## src/rtl/pinirq_pkg.sv

```systemverilog
package pinirq_pkg;
  // Mode field bit positions within the mode register
  localparam int MODE_LVL_BIT = 4;
  localparam int MODE_B1_BIT  = 1;
  localparam int MODE_B0_BIT  = 0;

  // Register addresses
  localparam int ADDR_STAT = 0;
  localparam int ADDR_RISE = 1;
  localparam int ADDR_FALL = 2;
  localparam int ADDR_MODE = 8;

  typedef struct packed {
    logic lvl;  // 1 = level sensing
    logic b1;   // fall enable (edge) / high select (level)
    logic b0;   // rise enable (edge)
  } chan_mode_t;
endpackage

```

## src/rtl/pinirq_sync.sv

```systemverilog
module pinirq_sync #(
  parameter int CH = 8
) (
  input  logic          clk,
  input  logic          rst_n,
  input  logic [CH-1:0] pin_i,
  output logic [CH-1:0] lvl_o,
  output logic [CH-1:0] rise_o,
  output logic [CH-1:0] fall_o
);
  logic [CH-1:0] st1_q, st2_q, prev_q;

  always_ff @(posedge clk or negedge rst_n) begin
    if (!rst_n) begin
      st1_q  <= '0;
      st2_q  <= '0;
      prev_q <= '0;
    end else begin
      st1_q  <= pin_i;
      st2_q  <= st1_q;
      prev_q <= st2_q;
    end
  end

  assign lvl_o  = st2_q;
  assign rise_o = st2_q & ~prev_q;
  assign fall_o = ~st2_q & prev_q;
endmodule

```

## src/rtl/pinirq_cfg.sv

```systemverilog
module pinirq_cfg
  import pinirq_pkg::*;
#(
  parameter int CH     = 8,
  parameter int ADDR_W = 4
) (
  input  logic                  clk,
  input  logic                  rst_n,
  input  logic                  wr_i,
  input  logic [ADDR_W-1:0]     addr_i,
  input  chan_mode_t            wmode_i,
  output chan_mode_t [CH-1:0]   mode_o,
  output logic [CH-1:0]         mode_wr_o
);
  for (genvar g = 0; g < CH; g++) begin : g_mode
    assign mode_wr_o[g] = wr_i && (addr_i == ADDR_W'(ADDR_MODE + g));

    always_ff @(posedge clk or negedge rst_n) begin
      if (!rst_n)            mode_o[g] <= '0;
      else if (mode_wr_o[g]) mode_o[g] <= wmode_i;
    end
  end
endmodule

```

## src/rtl/pinirq_chan.sv

```systemverilog
module pinirq_chan
  import pinirq_pkg::*;
(
  input  logic       clk,
  input  logic       rst_n,
  input  logic       lvl_i,
  input  logic       rise_i,
  input  logic       fall_i,
  input  chan_mode_t mode_i,
  input  logic       mode_wr_i,
  input  logic       clr_stat_i,
  input  logic       clr_rise_i,
  input  logic       clr_fall_i,
  output logic       stat_o,
  output logic       rise_o,
  output logic       fall_o
);
  logic rise_hit, fall_hit, stat_d, rise_d, fall_d;

  assign rise_hit = !mode_i.lvl && mode_i.b0 && rise_i;
  assign fall_hit = !mode_i.lvl && mode_i.b1 && fall_i;

  always_comb begin
    if (mode_wr_i)                   stat_d = 1'b0;
    else if (mode_i.lvl)             stat_d = mode_i.b1 ? lvl_i : !lvl_i;
    else if (!mode_i.b0 && !mode_i.b1) stat_d = 1'b0;
    else if (rise_hit || fall_hit)   stat_d = 1'b1;
    else if (clr_stat_i)             stat_d = 1'b0;
    else                             stat_d = stat_o;

    if (rise_hit)        rise_d = 1'b1;
    else if (clr_rise_i) rise_d = 1'b0;
    else                 rise_d = rise_o;

    if (fall_hit)        fall_d = 1'b1;
    else if (clr_fall_i) fall_d = 1'b0;
    else                 fall_d = fall_o;
  end

  always_ff @(posedge clk or negedge rst_n) begin
    if (!rst_n) begin
      stat_o <= 1'b0;
      rise_o <= 1'b0;
      fall_o <= 1'b0;
    end else begin
      stat_o <= stat_d;
      rise_o <= rise_d;
      fall_o <= fall_d;
    end
  end
endmodule

```

## src/rtl/pinirq_detector.sv

```systemverilog
module pinirq_detector
  import pinirq_pkg::*;
#(
  parameter int CH     = 8,
  parameter int ADDR_W = 4,
  parameter int DATA_W = 8
) (
  input  logic              clk,
  input  logic              rst_n,
  input  logic [CH-1:0]     pin_i,
  input  logic              reg_wr,
  input  logic [ADDR_W-1:0] reg_addr,
  input  logic [DATA_W-1:0] reg_wdata,
  output logic [DATA_W-1:0] reg_rdata,
  output logic [CH-1:0]     irq_o
);
  logic [CH-1:0] lvl_s, rise_evt, fall_evt;
  logic [CH-1:0] stat_q, rise_q, fall_q, mode_wr;
  logic [CH-1:0] clr_stat, clr_rise, clr_fall;
  chan_mode_t [CH-1:0] mode_q;
  chan_mode_t    wmode;

  assign wmode = '{lvl: reg_wdata[MODE_LVL_BIT], b1: reg_wdata[MODE_B1_BIT], b0: reg_wdata[MODE_B0_BIT]};

  assign clr_stat = (reg_wr && reg_addr == ADDR_W'(ADDR_STAT)) ? reg_wdata[CH-1:0] : '0;
  assign clr_rise = (reg_wr && reg_addr == ADDR_W'(ADDR_RISE)) ? reg_wdata[CH-1:0] : '0;
  assign clr_fall = (reg_wr && reg_addr == ADDR_W'(ADDR_FALL)) ? reg_wdata[CH-1:0] : '0;

  pinirq_sync #(.CH(CH)) u_sync (
    .clk(clk), .rst_n(rst_n), .pin_i(pin_i),
    .lvl_o(lvl_s), .rise_o(rise_evt), .fall_o(fall_evt)
  );

  pinirq_cfg #(.CH(CH), .ADDR_W(ADDR_W)) u_cfg (
    .clk(clk), .rst_n(rst_n), .wr_i(reg_wr), .addr_i(reg_addr),
    .wmode_i(wmode), .mode_o(mode_q), .mode_wr_o(mode_wr)
  );

  for (genvar g = 0; g < CH; g++) begin : g_chan
    pinirq_chan u_chan (
      .clk(clk), .rst_n(rst_n),
      .lvl_i(lvl_s[g]), .rise_i(rise_evt[g]), .fall_i(fall_evt[g]),
      .mode_i(mode_q[g]), .mode_wr_i(mode_wr[g]),
      .clr_stat_i(clr_stat[g]), .clr_rise_i(clr_rise[g]), .clr_fall_i(clr_fall[g]),
      .stat_o(stat_q[g]), .rise_o(rise_q[g]), .fall_o(fall_q[g])
    );
  end

  always_comb begin
    reg_rdata = '0;
    if (reg_addr == ADDR_W'(ADDR_STAT))      reg_rdata[CH-1:0] = stat_q;
    else if (reg_addr == ADDR_W'(ADDR_RISE)) reg_rdata[CH-1:0] = rise_q;
    else if (reg_addr == ADDR_W'(ADDR_FALL)) reg_rdata[CH-1:0] = fall_q;
    else begin
      for (int i = 0; i < CH; i++) begin
        if (reg_addr == ADDR_W'(ADDR_MODE + i)) begin
          reg_rdata[MODE_LVL_BIT] = mode_q[i].lvl;
          reg_rdata[MODE_B1_BIT]  = mode_q[i].b1;
          reg_rdata[MODE_B0_BIT]  = mode_q[i].b0;
        end
      end
    end
  end

  assign irq_o = stat_q;
endmodule

```

## config.mk

```make
export PLATFORM = sky130hd
export DESIGN_NAME = pinirq_detector
export DESIGN_NICKNAME = d
export VERILOG_FILES = /design/src/rtl/pinirq_pkg.sv /design/src/rtl/pinirq_sync.sv /design/src/rtl/pinirq_cfg.sv /design/src/rtl/pinirq_chan.sv /design/src/rtl/pinirq_detector.sv
export SDC_FILE = /design/constraint.sdc
export NUM_CORES = 1
export LEC_CHECK = 0
export ABC_CLOCK_PERIOD_IN_PS = 1800
export CAP_MARGIN = 0
export CORE_MARGIN = 1.5
export CORE_UTILIZATION = 56
export DETAILED_ROUTE_END_ITERATION = 6
export PLACE_DENSITY_LB_ADDON = 0.12
export SLEW_MARGIN = 30
export SYNTH_ARGS = -nofsm -noshare
export SYNTH_HDL_FRONTEND = slang
export SYNTH_SLANG_ARGS = --single-unit
export TNS_END_PERCENT = 50
```

## constraint.sdc

```tcl
create_clock -name clk -period 1.8 [get_ports clk]
set_input_delay 0.27 -clock clk [delete_from_list [all_inputs] [get_ports clk]]
set_output_delay 0.27 -clock clk [all_outputs]
set_load 0.05 [all_outputs]
```

==> implementation parameters, run 1 <==
Parameter                              Value

Synth
  Synthesized area per cell    10.98 um^2
  Synth Instances    313
  Number of warning messages in the yosys log    0
  Count of flip-flops with a built-in enable after synthesis    0
  Post-synthesis net count    336
  Top cells by area, synth    sky130_fd_sc_hd__dfrtp_1, sky130_fd_sc_hd__mux2_2, sky130_fd_sc_hd__o2bb2ai_1, sky130_fd_sc_hd__nand3b_1, sky130_fd_sc_hd__nand2_1
  Share of the synthesized area in the top cell type    roughly 52%
  Share of synthesized flip-flops with an asynchronous set or reset    100.0%
  Synthesized area    0.003437 mm^2
  Most used DFF post-synth    sky130_fd_sc_hd__dfrtp_1
  Cell type with the highest aggregate area in the netlist    sky130_fd_sc_hd__dfrtp_1
  Sequential share of the synthesized area    52.42%
  Flops & latches, synth    72
  Number of distinct library cells after synthesis    between 40 and 50

GRT
  GRT busiest layer    met2
  GRT met1 Usage    39.62%
  Total routing resource utilization after global routing    between 20% and 30%
  Grt total ovfl    0
  Met2 Use GR    46.86%
  First-pass GRT wire length    14280 um
  Number of global-route vias before repair    2792
  Pin count of the biggest net entering global routing    between 40 and 50
  Number of antenna violations at the first check in global routing    0
  GR met3 Demand/Resource    between 6 and 7%

Clock tree
  H-tree levels    3
  CTS buffer count    9
  Buffer type at the clock tree root    sky130_fd_sc_hd__clkbuf_8
  Later-pin clock latency in the skew report    0.34 ns
  Clk sink count    between 70 and 80
  Clock tree from TritonCTS    built
  Clock-pin slew on the worst setup and hold paths    0.07 ns
  Number of buffers between clock root and the deepest sink    2

Timing
  Setup repair after global routing missed its margin    yes
  Slew margin rel.    68.18%
  Period Utilization, post-route    103.8%
  Final Max Slew Viols    0
  Final hold violation count    0
  Final worst setup slack    -0.06793 ns
  Final number of setup-violating endpoints    3
  Actual transition at the worst max-transition pin    roughly 0.48 ns
  Post-layout min period    1.868 ns
  FMAX    535.4 MHz
  Max Clock Skew    between 0.006 and 0.007 ns
  WHS    between 0.3 and 0.4 ns

Place
  Port Buffers    38
  Post-placement cell count    roughly 450
  Dpl hpwl    6147 um
  RD Place Congestion    between 0.9 and 1

Die
  Standard-cell row count    28
  Vertical die dimension    roughly 80 um
  Placeable core region    0.005921 mm^2
  Number of top-level design ports    39
  Area of the die    0.006616 mm^2
  Die Span X    between 80 and 90 um
  Starting utilization of the core area    58.05%

Power
  Gate power share    between 30% and 40%
  Max IR drop VDD    between 0.0006 and 0.0007 V
  Internal Dissipation    3344 uW
  Power density cells    between 1000 and 1500 mW/mm^2
  Leakage power    0.001969 uW
  Switching Fraction    34.74%
  Relative contribution of sequential cells to total power    44.4%
  Clock group share of total power    23.4%
  Psw    1781 uW

Hold path
  Beginning of the worst hold path    u_sync.st1_q[5]
  End point of the worst hold path    u_sync.lvl_o[5]
  Min-Delay Path Class    reg2reg
  Worst hold stages    0

Critical path
  Crit start category    flip-flop
  Ordered list of cells on the worst path    mux2_4, a221oi_2, a21o_1, a22oi_2, buf_12
  Delay of the slowest critical-path stage    0.42 ns
  Path type of the worst setup path    reg2out
  CP max-delay cell    sky130_fd_sc_hd__dfrtp_2
  Data required, critical path    1.53 ns
  Reg-to-reg critical path endpoint    g_chan[3].u_chan.stat_o
  Crit path max-delay family    flip-flops
  Critical Path Sink Type    output port
  Timing startpoint of the critical path    u_cfg.mode_o[1]
  Worst reg-to-reg setup slack    between 0.5 and 0.6 ns
  Worst flop-to-flop path startpoint    u_cfg.mode_o[10]
  WP data arrival    1.60 ns
  Max Fanout on Critical Path    2
  WP buf/inv    1
  Number of cells on the worst reg-to-reg path    5

Finish
  Ant. Diodes    0
  Area delta synth->final    33.16%
  Post-Layout Cell Count    476
  Layout cells sized above 1    a little over a third
  Fill cells    395
  Number of nets in the final layout    420

Drt
  Ratio of routed vias to standard cells    between 5 and 6
  Routed Antenna Nets    0
  Vias post-DR    2818
  Number of DRC markers after the initial detailed-route iteration    259
  Average wire per cell in the routed design    18.58 um
  Remaining routing DRC violations    0
  Pre-antenna DRT Iters    4
  Final Routed Wirelength    8845 um

Job
  Number of max-cap violations    0

Status
  Violated checks    setup timing
  Status    complete, but fails checks
==> placed cells by master, fill, tap and decap left out, drive strengths merged, types with 2 or more instances in the layout <==
| cell type | count |
|---|---|
| xor2 | 8 |
| o21ai | 13 |
| mux2i | 8 |
| a21oi | 8 |
| nor2 | 22 |
| clkinv | 4 |
| and2 | 3 |
| a211oi | 8 |
| nand2 | 31 |
| buf | 76 |
| mux2 | 27 |
| nor2b | 6 |
| a22oi | 2 |
| dlygate4sd2 | 2 |
| dfrtp | 72 |
| nand3b | 17 |
| or2 | 2 |
| clkdlybuf4s50 | 17 |
| nor3 | 12 |
| inv | 2 |
| nor3b | 2 |
| nand4 | 4 |
| a31oi | 9 |
| nand2b | 3 |
| clkbuf | 11 |
| o2bb2ai | 17 |
==> routing by layer <==
metal | wire length [um] | up-vias
met1 | 3820 | 1398
met3 | 481 | 19
met4 | 253 | 0
met5 | 0 | -
li1 | - | 1303
met2 | 4290 | 98
==> worst max-delay path by stage <==
stage	end	slack, ns	depth (start not counted)
2_1_floorplan	reg_rdata[0]	-0.17	6
3_3_place_gp	reg_rdata[4]	-0.40	6
3_5_place_dp	reg_rdata[4]	-0.44	6
4_1_cts	reg_rdata[4]	-0.1	5
5_1_grt	reg_rdata[4]	-0.15	5
6_report	reg_rdata[1]	-0.07	5
==> layout make-up <==
class / count / area, um^2 / share of cell area, %
flip-flops and latches: 72 / 1812 / 39.58
multi-input cells: 214 / 1546 / 33.79
repair buffers: 98 / 932.1 / 20.37
clock buffers: 9 / 123.9 / 2.706
well taps: 75 / 93.84 / 2.050
clock inverters: 6 / 61.31 / 1.340
inverters: 2 / 7.507 / 0.1640
==> through the flow <==
stage / instance area [um^2] / TNS (ns) / utilization (%) / power, uW / worst slack, ns
3_3_place_gp: 4208 / -8.296 / 71.07 / 3759 / -0.4031
4_1_cts: 4547 / -0.2409 / 76.80 / 5106 / -0.09660
6_report: 4577 / -0.1740 / 77.30 / 5125 / -0.06793
5_1_grt: 4577 / -0.4163 / 77.30 / 5386 / -0.1545
2_1_floorplan: 3448 / -0.3353 / - / 3316 / -0.1711
3_5_place_dp: 4208 / -9.465 / 71.07 / 3804 / -0.4445
==> logic make-up (layout without fill, tap and decap cells) <==
family	after synthesis	in the layout	synth area share [%]
AOI/OAI and AO/OA	67	67	13.58
xor gates and xnor gates	8	8	2.039
buffers and inverters	27	115	4.659
DFF	72	72	52.42
muxes	35	35	11.18
and+or+nand+nor	104	104	16.13
==> flip-flops by register name (all words and copies together), names as in the netlist <==
signal and flops:
g_chan.u_chan.fall_o 8, u_sync.st1_q 8, u_sync.prev_q 8, u_sync.lvl_o 8, u_cfg.mode_o 24, g_chan.u_chan.stat_o 8, g_chan.u_chan.rise_o 8
==> what timing repair did <==
action / 4_1_cts / 5_1_grt
endpoints found under the hold margin: 31 / 0
buffers inserted: 6 / 4
gates resized for setup: 32 / 9
endpoints found under the setup margin: 9 / 8
gates cloned: 2 / 0
pin swaps: 6 / 5
hold buffers: 1 / 0
==> cells in the mapped netlist (2+ instances only) <==
cell type	count
sky130_fd_sc_hd__a211oi_1	8
sky130_fd_sc_hd__a21oi_1	8
sky130_fd_sc_hd__a22oi_1	2
sky130_fd_sc_hd__a31oi_1	9
sky130_fd_sc_hd__and2_1	3
sky130_fd_sc_hd__buf_2	7
sky130_fd_sc_hd__buf_4	11
sky130_fd_sc_hd__clkbuf_1	4
sky130_fd_sc_hd__dfrtp_1	72
sky130_fd_sc_hd__inv_1	2
sky130_fd_sc_hd__mux2_2	27
sky130_fd_sc_hd__mux2i_1	8
sky130_fd_sc_hd__nand2_1	31
sky130_fd_sc_hd__nand2b_1	2
sky130_fd_sc_hd__nand3b_1	17
sky130_fd_sc_hd__nand4_1	4
sky130_fd_sc_hd__nor2_1	21
sky130_fd_sc_hd__nor2b_1	6
sky130_fd_sc_hd__nor3_1	11
sky130_fd_sc_hd__o21ai_0	13
sky130_fd_sc_hd__o2bb2ai_1	17
sky130_fd_sc_hd__or2_1	2
sky130_fd_sc_hd__xor2_1	8
==> power groups by stage <==
stage                     sequential, uW  clock (uW)  combinational [uW]
after global placement              2300           0                1450
after detailed placement            2310           0                1500
after CTS                           2270        1230                1610
final                               2280        1200                1650
after global routing                2320        1300                1770
after floorplan                     2190           0                1130
No activity file was read; power rests on OpenSTA's default activity.
==> inputs of run 2 (changes only) <==
--- a/config.mk
+++ b/config.mk
@@ -9,8 +9,10 @@
 export CAP_MARGIN = 0
 export CORE_MARGIN = 1.5
 export CORE_UTILIZATION = 56
+export CTS_BUF_LIST = sky130_fd_sc_hd__clkbuf_16
 export DETAILED_ROUTE_END_ITERATION = 6
 export PLACE_DENSITY_LB_ADDON = 0.12
+export RECOVER_POWER = 25
 export SLEW_MARGIN = 30
 export SYNTH_ARGS = -nofsm -noshare
 export SYNTH_HDL_FRONTEND = slang
==> run 2 against run 1 <==
Effect of this change: the flow still finishes with violations (setup timing); final cell count fell by 0.42%; clock-buffer cell count did not move; maximum frequency rose by 0.32%; clock power rose by 42%; sequential power barely moved; via count rose by 0.35%; register-to-register slack improved by 0.03 ns; non-clock buffer count fell by 2; critical path type unchanged; largest cell class unchanged.
==> implementation parameters, run 2 (synthesis results as in run 1) <==
Parameter                              Value

Clock tree
  Clock-pin slew on the worst setup and hold paths    0.05 ns (was 0.07 ns)
  Buffer type at the clock tree root    sky130_fd_sc_hd__clkbuf_16 (was sky130_fd_sc_hd__clkbuf_8)
  CTS buffer count    9 (unchanged)
  Later-pin clock latency in the skew report    0.33 ns (was 0.34 ns)
  Number of buffers between clock root and the deepest sink    2 (unchanged)
  Clk sink count    72 (unchanged)
  H-tree levels    3 (unchanged)
  Clock tree from TritonCTS    built (unchanged)

Hold path
  Worst hold stages    0 (unchanged)
  Min-Delay Path Class    reg2reg (unchanged)

Power
  Power density cells    1205 mW/mm^2 (was 1120 mW/mm^2)
  Max IR drop VDD    0.0009328 V (was 0.0006975 V)
  Post-route total power    5633 uW (was 5125 uW)
  Leakage power    0.002015 uW (was 0.001969 uW)

Drt
  Final Routed Wirelength    8988 um (was 8845 um)
  Vias post-DR    2828 (was 2818)
  Routed Antenna Nets    0 (unchanged)
  Average wire per cell in the routed design    18.96 um (was 18.58 um)
  Remaining routing DRC violations    0 (unchanged)
  Pre-antenna DRT Iters    4 (unchanged)
  Number of DRC markers after the initial detailed-route iteration    200 (was 259)
  Ratio of routed vias to standard cells    5.966 (was 5.920)

Critical path
  Number of cells on the worst reg-to-reg path    4 (was 5)
  Data required, critical path    1.53 ns (about the same)
  CP max-delay cell    sky130_fd_sc_hd__dfrtp_2 (unchanged)
  WP data arrival    1.59 ns (was 1.60 ns)
  Crit path max-delay family    compound AO/OA/AOI/OAI gates (was flip-flops)
  Max Fanout on Critical Path    5 (was 2)
  Crit start category    flip-flop (unchanged)
  Ordered list of cells on the worst path    nand4b_1, a21oi_2, o22ai_1, a22oi_2, buf_12 (was mux2_4, a221oi_2, a21o_1, a22oi_2, buf_12)
  Path type of the worst setup path    reg2out (unchanged)
  Delay of the slowest critical-path stage    0.41 ns (was 0.42 ns)
  WP buf/inv    1 (unchanged)
  Critical Path Sink Type    output port (unchanged)
  Crit. path cell count    5 (unchanged)

Finish
  Multi-input logic area    0.001549 mm^2 (was 0.001546 mm^2)
  Combined flip-flop and latch cell area    0.001813 mm^2 (was 0.001812 mm^2)
  Number of nets in the final layout    418 (was 420)
  Area delta synth->final    36.00% (was 33.16%)
  Most flops, register    u_cfg.mode_o (unchanged)
  Most frequent standard cell in the layout excluding fill and tap cells    sky130_fd_sc_hd__dfrtp_1 (unchanged)
  Ant. Diodes    0 (unchanged)
  Fill cells    370 (was 395)
  Commonest cells after routing, fill and taps aside    sky130_fd_sc_hd__dfrtp_1, sky130_fd_sc_hd__buf_4, sky130_fd_sc_hd__nand2_1 (unchanged)
  Number of flip-flops in the largest register    24 (unchanged)
  Final core occ    78.95% (was 77.30%)
  Layout cells sized above 1    35.84% (was 36.16%)

Place
  Dpl hpwl    6147 um (unchanged)
  Port Buffers    38 (unchanged)
  Worst slack at placement    -0.4445 ns (unchanged)
  RD Place Congestion    0.9111 (unchanged)

Die
  Placeable core region    0.005921 mm^2 (unchanged)
  Area of the die    0.006616 mm^2 (unchanged)
  Number of top-level design ports    39 (unchanged)
  Starting utilization of the core area    58.05% (unchanged)
  Die Span X    81.34 um (unchanged)
  Standard-cell row count    28 (unchanged)
  Vertical die dimension    81.34 um (unchanged)

GRT
  First-pass GRT wire length    14370 um (was 14280 um)
  Pin count of the biggest net entering global routing    42 (unchanged)
  Grt total ovfl    0 (unchanged)
  Number of global-route vias before repair    2802 (was 2792)
  Number of antenna violations at the first check in global routing    0 (unchanged)
  Met2 Use GR    48.68% (was 46.86%)
  GRT met1 Usage    39.31% (was 39.62%)
  GRT busiest layer    met2 (unchanged)
  GR met3 Demand/Resource    8.090% (was 6.292%)
  Total routing resource utilization after global routing    30.36% (was 29.81%)

Timing
  Actual transition at the worst max-transition pin    0.8159 ns (was 0.4792 ns)
  Slew margin rel.    45.61% (was 68.18%)
  Setup repair after global routing missed its margin    yes (unchanged)
  Final hold violation count    0 (unchanged)
  Final worst setup slack    -0.06198 ns (was -0.06793 ns)
  FMAX    537.1 MHz (was 535.4 MHz)
  Period Utilization, post-route    103.4% (was 103.8%)
  Final Max Slew Viols    0 (unchanged)
  Final number of setup-violating endpoints    3 (unchanged)
  Max Clock Skew    0.003608 ns (was 0.006763 ns)
  Post-layout min period    1.862 ns (was 1.868 ns)

Job
  Number of max-cap violations    0 (unchanged)

Status
  Status    complete, but fails checks (unchanged)
  Violated checks    setup timing (unchanged)
[run 2: cell count changes in the layout (fill, tap and decap cells not counted), moves of 3 or more]
cell	delta
sky130_fd_sc_hd__clkbuf_16	+9
sky130_fd_sc_hd__clkbuf_8	-9
sky130_fd_sc_hd__clkdlybuf4s50_1	-8
sky130_fd_sc_hd__dlygate4sd3_1	+8
sky130_fd_sc_hd__buf_4	-3
[run 2: final cells by class]
type / count / area share, %
tap: 75 / 2.007
inverter: 2 / 0.1606
clock inverter: 6 / 1.312
sequential: 72 / 38.78
multi-input combinational: 214 / 33.14
clock buffer: 9 / 4.818
timing repair buffer: 96 / 19.78
[run 2: stage by stage]
step | area, um^2 | cells | TNS [ns] | hold slack (ns)
global route | 4674 | 474 | -0.3258 | 0.3521
floorplan | 3448 | 313 | -0.3353 | -0.02559
CTS | 4658 | 473 | -0.1583 | 0.3476
detailed placement | 4208 | 448 | -9.465 | 0.2346
finish | 4674 | 474 | -0.09443 | 0.3455
global placement | 4208 | 448 | -8.296 | 0.2339
[run 2: final timing paths]
path,from,to,slack [ns]
min reg2reg,u_sync.st1_q[5],u_sync.lvl_o[5],0.35
min in group asynchronous,rst_n,u_cfg.mode_o[21],0.56
max in group asynchronous,rst_n,u_cfg.mode_o[10],0.53
max,u_cfg.mode_o[13],reg_rdata[1],-0.06
max reg2reg,u_cfg.mode_o[10],g_chan[3].u_chan.stat_o,0.56
min,u_sync.st1_q[5],u_sync.lvl_o[5],0.35
[run 2: repair_timing]
item	CTS	global route
pin swaps	6	4
hold buffers	1	0
gates cloned	2	0
endpoints found under the setup margin	8	4
endpoints found under the hold margin	31	0
setup buffers	7	1
gates resized for setup	32	8
[run 2: worst reg2reg max path: cells and delay by family (launching register included)]
| kind | cells | cell delay [ns] |
|---|---|---|
| compound gates | 3 | 0.47 |
| flops | 1 | 0.44 |
| simple gates | 1 | 0.21 |
[run 2: per-layer routing]
layer / vias to the layer above / share of wire, %
met5: - / 0
met3: 17 / 6.1
met2: 104 / 48
met4: 0 / 2.2
met1: 1412 / 43
li1: 1295 / -
[run 2: where the power goes]
part | total [uW] | switching, uW | internal, uW
Sequential | 2290 | 329 | 1960
Clock | 1700 | 641 | 1060
Combinational | 1640 | 892 | 752
